File: config.mk
export PLATFORM = sky130hd
export DESIGN_NAME = burst_addr_ctr
export DESIGN_NICKNAME = d
export VERILOG_FILES = /design/src/rtl/bac_pkg.sv /design/src/rtl/bac_ctl_decode.sv /design/src/rtl/bac_incr.sv /design/src/rtl/bac_next_sel.sv /design/src/rtl/burst_addr_ctr.sv
export SDC_FILE = /design/constraint.sdc
export NUM_CORES = 1
export LEC_CHECK = 0
export BUFFER_PORTS_ARGS = -buffer_cell sky130_fd_sc_hd__buf_4
export CAP_MARGIN = 20
export CORE_MARGIN = 1.5
export CORE_UTILIZATION = 47
export DETAILED_ROUTE_END_ITERATION = 12
export GPL_ROUTABILITY_DRIVEN = 1
export PLACE_DENSITY = 0.78
export SKIP_LAST_GASP = 1
export SYNTH_ARGS = -nofsm -noshare
export SYNTH_HDL_FRONTEND = slang
export SYNTH_SLANG_ARGS = --single-unit
File: constraint.sdc
create_clock -name clk -period 4.9 [get_ports clk]
set_clock_uncertainty 0.2 [all_clocks]
set_input_delay 0.49 -clock clk [delete_from_list [all_inputs] [get_ports clk]]
set_output_delay 0.49 -clock clk [all_outputs]
set_load 0.1 [all_outputs]
File: src/rtl/bac_pkg.sv
package bac_pkg;

   typedef enum logic [1:0] {
      OP_HOLD  = 2'd0,
      OP_ADV   = 2'd1,
      OP_LOAD  = 2'd2,
      OP_CLEAR = 2'd3
   } bac_op_e;

   localparam int unsigned INC_ADDER = 0;
   localparam int unsigned INC_CHAIN = 1;

endpackage

File: src/rtl/bac_ctl_decode.sv
module bac_ctl_decode
   import bac_pkg::*;
(
   input  logic    clr_n,
   input  logic    strobe_n,
   input  logic    adv_n,
   output bac_op_e op
);

   // Fixed priority: clear, then load, then advance
   always_comb begin
      if (!clr_n)
         op = OP_CLEAR;
      else if (!strobe_n)
         op = OP_LOAD;
      else if (!adv_n)
         op = OP_ADV;
      else
         op = OP_HOLD;
   end

endmodule

File: src/rtl/bac_incr.sv
module bac_incr #(
   parameter int unsigned AW   = 16,
   parameter int unsigned IMPL = 1
) (
   input  logic [AW-1:0] a,
   output logic [AW-1:0] y
);

   localparam int unsigned CW = AW + 1;

   generate
      if (IMPL > 1) begin : g_bad_impl
         $error("bac_incr: IMPL must be 0 or 1");
      end

      if (IMPL == 0) begin : g_adder
         assign y = a + {{(AW-1){1'b0}}, 1'b1};
      end else begin : g_chain
         // ones_below[i] is high when every bit below i is one
         logic [CW-1:0] ones_below;
         assign ones_below[0] = 1'b1;
         for (genvar i = 0; i < AW; i++) begin : g_bit
            assign ones_below[i+1] = ones_below[i] & a[i];
            assign y[i]            = a[i] ^ ones_below[i];
         end
      end
   endgenerate

endmodule

File: src/rtl/bac_next_sel.sv
module bac_next_sel
   import bac_pkg::*;
#(
   parameter int unsigned AW = 16
) (
   input  bac_op_e       op,
   input  logic [AW-1:0] ext,
   input  logic [AW-1:0] cur,
   input  logic [AW-1:0] inc,
   output logic [AW-1:0] nxt
);

   always_comb begin
      unique case (op)
         OP_CLEAR: nxt = '0;
         OP_LOAD:  nxt = ext;
         OP_ADV:   nxt = inc;
         default:  nxt = cur;
      endcase
   end

endmodule

File: src/rtl/burst_addr_ctr.sv
module burst_addr_ctr
   import bac_pkg::*;
#(
   parameter int unsigned AW       = 16,
   parameter int unsigned INC_IMPL = INC_CHAIN
) (
   input  logic          clk,
   input  logic          rst_n,
   input  logic [AW-1:0] ext_addr,
   input  logic          strobe_n,
   input  logic          adv_n,
   input  logic          clr_n,
   output logic [AW-1:0] addr_out
);

   localparam logic [AW-1:0] ADDR_ZERO = '0;
   localparam logic [AW-1:0] ADDR_TOP  = '1;

   generate
      if (AW < 1 || AW > 64) begin : g_bad_aw
         $error("burst_addr_ctr: AW must be within 1..64");
      end
   endgenerate

   bac_op_e       op;
   logic [AW-1:0] addr_q;
   logic [AW-1:0] addr_inc;
   logic [AW-1:0] addr_nxt;

   bac_ctl_decode u_dec (
      .clr_n    (clr_n),
      .strobe_n (strobe_n),
      .adv_n    (adv_n),
      .op       (op)
   );

   bac_incr #(.AW(AW), .IMPL(INC_IMPL)) u_inc (
      .a (addr_q),
      .y (addr_inc)
   );

   bac_next_sel #(.AW(AW)) u_sel (
      .op  (op),
      .ext (ext_addr),
      .cur (addr_q),
      .inc (addr_inc),
      .nxt (addr_nxt)
   );

   // The register holds the address in use, so a later step counts from it
   always_ff @(posedge clk) begin
      if (!rst_n)
         addr_q <= ADDR_ZERO;
      else
         addr_q <= addr_nxt;
   end

   assign addr_out = addr_q;

   a_r1_clear_to_zero: assert property (@(posedge clk) disable iff (!rst_n)
      !clr_n |=> addr_out == ADDR_ZERO);

   a_r2_load_external: assert property (@(posedge clk) disable iff (!rst_n)
      (clr_n && !strobe_n) |=> addr_out == $past(ext_addr));

   a_r3_step_by_one: assert property (@(posedge clk) disable iff (!rst_n)
      ($past(rst_n) && clr_n && strobe_n && !adv_n)
         |=> addr_out == AW'($past(addr_out) + 1'b1));

   a_r4_hold_value: assert property (@(posedge clk) disable iff (!rst_n)
      ($past(rst_n) && clr_n && strobe_n && adv_n) |=> $stable(addr_out));

   a_r5_wrap_to_zero: assert property (@(posedge clk) disable iff (!rst_n)
      ($past(rst_n) && clr_n && strobe_n && !adv_n && addr_out == ADDR_TOP)
         |=> addr_out == ADDR_ZERO);

   a_r6_sys_reset: assert property (@(posedge clk)
      !rst_n |=> addr_out == ADDR_ZERO);

endmodule

======== Word level (Yosys, flattened, before mapping) ========
Index checks and enable logic that the tools add are counted.
storage, ports and cells
  ROM bits ................................ 0
  bits in registers ....................... 16
  memories kept ........................... 0
  latch bits .............................. 0
  word-level logic and storage cells ...... 39
  RAM bits ................................ 0
  output and inout bits ................... 16
  bits of input ports ..................... 21
operators by class
  add/subtract/negate cells ............... 0
  div/mod/pow operators ................... 0
  equal/unequal tests ..................... 3
  reduce and logical (&&, ||, !) cells .... 1
  bitwise gates (word level) .............. 30
  shifts and indexed selects .............. 0
  $mul .................................... 0
  mux-type cells .......................... 4
  $lt $le $gt $ge ......................... 0
operators by type and width
  kind                                           count
  case mux 16 bit (3 select lines)               1
  XOR 1 bit                                      15
  AND 1 bit                                      14
  == test 2 bit, second input constant           2
  2-to-1 mux 2 bit                               2
  nonzero test 3 bit                             1
  == test 2 x 1 -> 1 bit, second input constant  1
  2-to-1 mux 1 bit                               1
  NOT 1 bit                                      1

======== Longest topological paths before layout ========
  word-level depth ........................ 16
  mapped depth ............................ 17
  mapped depth without buffers ............ 17

======== Hierarchy ========
A second synthesis with hierarchy kept.
second synthesis, totals
  cells, all modules ...................... 91
  area total of the unflattened synthesis .. 1032.2 µm²
by module, submodules not included
  module          times used  area an instance (µm²)  cells an instance  seq. area each (µm²)
  burst_addr_ctr  1           446.7                   33                 320.3
  bac_next_sel    1           381.6                   39                 0.0
  bac_incr        1           187.7                   16                 0.0
  bac_ctl_decode  1           16.3                    3                  0.0

======== Least setup slack after synthesis ========
Ideal clock, no wire load.
  path type ............................... reg2reg
  start ................................... reg addr_q[0], in the netlist addr_out[0]
  end ..................................... reg addr_q[15], in the netlist addr_out[15]
  library setup time ...................... 0.178 ns
  cell stages (with the launch flop) ...... 18
  data required time ...................... 4.522 ns
  path buffers ............................ 0
  slack ................................... 0.794 ns
  period minus slack after synthesis ...... 4.106 ns
  data arrival time ....................... 3.727 ns
  cells stage by stage .................... dfxtp_1 -> ha_1 -> ha_1 -> ha_1 -> ha_1 -> ha_1 -> ha_1 -> ha_1 -> ha_1 -> ha_1 -> ha_1 -> ha_1 -> ha_1 -> ha_1 -> ha_1 -> nor2b_1 -> nor4b_1 -> a311oi_1
between the ends
  cells in the longest elaborated chain, start to end .. 16
ends and longest elaborated chain
  element                           RTL line              source
  start, declared                   burst_addr_ctr.sv:26  logic [AW-1:0] addr_q;
  start signal, assigned            burst_addr_ctr.sv:55  addr_q <= addr_nxt;
  AND 1 bit (14 in a row)           bac_incr.sv:23        assign ones_below[i+1] = ones_below[i] & a[i];
  XOR 1 bit                         bac_incr.sv:24        assign y[i] = a[i] ^ ones_below[i];
  case mux 16 bit (3 select lines)  bac_next_sel.sv:14    unique case (op)
Every way passes these cells.
A chain may end at the register's enable or synchronous reset.

======== Final worst setup path ========
Ends and elaborated chain as after synthesis.

==> results by group <==
Timing
  • Tcrit/Tclk final: 76.5%
  • Max_slew headroom: between 40 and 50%
  • Unrepaired setup endpoints after global routing: no
  • Fin. max-slew vios: 0
  • Fmax: around 0.27 GHz
  • Total Neg Setup Slack: 0 ns
  • Min Tclk post-route: ~3.7 ns
  • Final setup fails: 0
  • Final setup margin: about 1.2 ns
  • Hold Vio Cnt, Final: 0
  • Worst Tran Pin Value: between 0.7 and 0.8 ns

Synthesis
  • Post-synth EDFFs: 0
  • Synthesized area per cell: ~10 sq um
  • Syn Nets: roughly 130
  • Register area share after synthesis: about a third
  • Post-synth cell types: 19
  • Synthesized area: roughly 940 sq um
  • Async SR Flop Fraction: 0%
  • Warnings, synthesis: 0
  • Synth Register Bits: 16
  • Cell count after synthesis: 90
  • Synth Flop Type: dfxtp_1

Floorplan
  • Starting Density: around 52%
  • Num ports: 37
  • DIE AREA: roughly 2300 sq um
  • Die Span X: roughly 48 um
  • Row count: 15
  • Core ar.: between 1500 and 2000 sq um
  • Die height: around 48 um

Pwr
  • Sequential Power Share: about 45%
  • Clock share of power: approximately 23%
  • Cell-internal power: 196 uW
  • Power per cell area: 267 nW/um^2
  • Worst VDD drop: between 0.15 and 0.2 mV
  • Psw: between 100 and 150 uW
  • Leakage: approximately 0.6 nW
  • Sw Ratio: around two fifths
  • Comb pwr share: between 30% and 40%

Finish
  • Area delta synth->final: 27.2%
  • Final net count: 160
  • Number of diodes: 0
  • Share of post-route cells with drive strength above 1: about two fifths
  • Final core occ: between 60% and 70%
  • Max reg flops: 16

Global route
  • Largest net degree at the start of global routing: 22
  • Global-route wire length before repair: 3170 um
  • Gr usage total: between 20% and 30%
  • Antenna violations before repair: 0
  • Vias in the first global route: 760
  • Total gr overflow: 0

Routing
  • Vias post-DR: 809
  • DR DRC count: 0
  • Drt via density: ~5.5
  • WL met3: 124 um
  • First drt pass iteration count: 4
  • Met2 wire len: between 900 and 1000 um
  • Antenna-violating nets left: 0
  • M1 wire length: ~850 um
  • 1st-iter DRT viols: 7
  • Avg WL per Cell: roughly 13 um
  • Top layer in use: met4
  • Final WL: approximately 2000 um

Critical path
  • RR Startpoint: addr_out[0]$_SDFFE_PN0P_
  • Reg2Reg Capture Point: addr_out[15]$_SDFFE_PN0P_
  • Flop2flop setup slack: between 1 and 1.5 ns
  • Max FO, Critical Path: 3
  • WP data required: 4.87 ns
  • Setup CP Type: flip-flop to flip-flop
  • Worst Path Arrival: about 3.7 ns
  • Worst setup SP type: flip-flop
  • Cells on worst reg2reg path: 17
  • Critical path endpoint category: flip-flop

Worst hold path
  • Hold Path Stages: 3
  • Hold path startpoint: ext_addr[0]
  • Hold Path End: addr_out[0]$_SDFFE_PN0P_
  • Hold Crit Class: input port to flip-flop

Clock network
  • CTS Hold Buffers Added: 0
  • Postcts setup bufs: 0
  • Clock Tree Buf Depth: 2
  • H-tree Lvls: 1
  • Worst skew pair latency: a little under 0.3 ns
  • # resized after CTS: 0
  • Worst-path clk slew: roughly 0.09 ns
  • Clock Sinks: 16
  • CTS tree: built
  • Clock root buffer: clkbuf_4
  • TritonCTS buffer count: 3

Run status
  • Outcome: finished, final reports clean

Placement
  • Pre-CTS setup slack: ~1.2 ns
  • DP HPWL: between 1000 and 1500 um
  • I/O Buffers: 36
  • RD Place Congestion: roughly 0.74

Flow run
  • Max_cap viols: 0
==> metrics by stage <==
stage               instances  area, sq um  power, mW  hold slack (ns)
finish                    148         1190      0.319            0.232
global route              148         1190      0.332            0.240
CTS                       148         1190      0.322            0.231
detailed placement        145         1170      0.251            0.290
global placement          145         1170      0.250            0.275
floorplan                  90          940      0.226            0.429
==> cell type report <==
cell class / count / area, sq um
clock buffers: 3 / 22.5
repair buffers: 36 / 270
fillers: 173 / 607
well taps: 25 / 31.3
multi-input cells: 68 / 551
flip-flops and latches: 16 / 320
==> synthesized netlist by cell type (all sizes together) (2+ instances only) <==
cell    number  area share [%]
nor2        28              11
dfxtp       16              34
ha          14              19
o221ai      14              20
buf          6             7.3
nand3        2             1.1
nor2b        2             1.3
==> metal layers <==
metal / up-vias / GRT usage, %
met2: 27 / 34.9
met4: 0 / 13.0
met3: 5 / 4.91
li1: 398 / -
met5: - / 0
met1: 379 / 22.1
==> placed cells by master, fill, tap and decap left out <==
| cell type | synthesis | layout |
|---|---|---|
| a311oi_1 | 1 | 1 |
| and2_1 | 1 | 1 |
| buf_4 | 1 | 36 |
| clkbuf_4 | 0 | 3 |
| dfxtp_1 | 16 | 16 |
| ha_1 | 14 | 14 |
| nand2_1 | 1 | 1 |
| nand2b_4 | 1 | 1 |
| nand3_1 | 2 | 2 |
| nand3b_1 | 1 | 1 |
| nor2_1 | 28 | 28 |
| nor2b_1 | 2 | 2 |
| nor4b_1 | 1 | 1 |
| o21ai_0 | 1 | 1 |
| o221ai_1 | 4 | 4 |
| o221ai_2 | 10 | 10 |
| xnor2_1 | 1 | 1 |
==> worst max-delay path: stages, from the launching register on <==
cell	delay [ns]
dfxtp_1	0.34
ha_1	0.20
ha_1	0.17
ha_1	0.18
ha_1	0.18
ha_1	0.18
ha_1	0.18
ha_1	0.18
ha_1	0.18
ha_1	0.17
ha_1	0.19
ha_1	0.19
ha_1	0.18
ha_1	0.18
ha_1	0.17
nor2b_1	0.14
nor4b_1	0.33
a311oi_1	0.09
==> power by group through the flow <==
| stage | combinational (mW) | sequential, mW | clock (mW) |
|---|---|---|---|
| 6_report | 0.104 | 0.143 | 0.0720 |
| 5_1_grt | 0.110 | 0.144 | 0.0784 |
| 4_1_cts | 0.105 | 0.143 | 0.0739 |
| 3_5_place_dp | 0.105 | 0.146 | 0 |
| 3_3_place_gp | 0.104 | 0.146 | 0 |
| 2_1_floorplan | 0.0298 | 0.196 | 0 |
==> worst max path at each step <==
stage,startpoint,slack (ns),to,cells past startpoint
floorplan,addr_out[0]$_SDFFE_PN0P_,0.79,addr_out[15]$_SDFFE_PN0P_,17
global placement,addr_out[0]$_SDFFE_PN0P_,1.25,addr_out[15]$_SDFFE_PN0P_,17
detailed placement,addr_out[0]$_SDFFE_PN0P_,1.16,addr_out[15]$_SDFFE_PN0P_,17
CTS,addr_out[0]$_SDFFE_PN0P_,1.12,addr_out[15]$_SDFFE_PN0P_,17
global route,addr_out[0]$_SDFFE_PN0P_,0.96,addr_out[15]$_SDFFE_PN0P_,17
finish,addr_out[0]$_SDFFE_PN0P_,1.15,addr_out[15]$_SDFFE_PN0P_,17
==> logic make-up (layout without fill, tap and decap cells) <==
group / Yosys count / after routing / share of synthesized area (%)
and+or+nand+nor: 37 / 37 / 17.8
AOI/OAI and AO/OA: 16 / 16 / 21.2
DFF: 16 / 16 / 34.1
adders and majority gates: 14 / 14 / 18.6
buffers and inverters: 6 / 39 / 7.32
xor gates and xnor gates: 1 / 1 / 0.932
(Power assumes the default switching activity.)
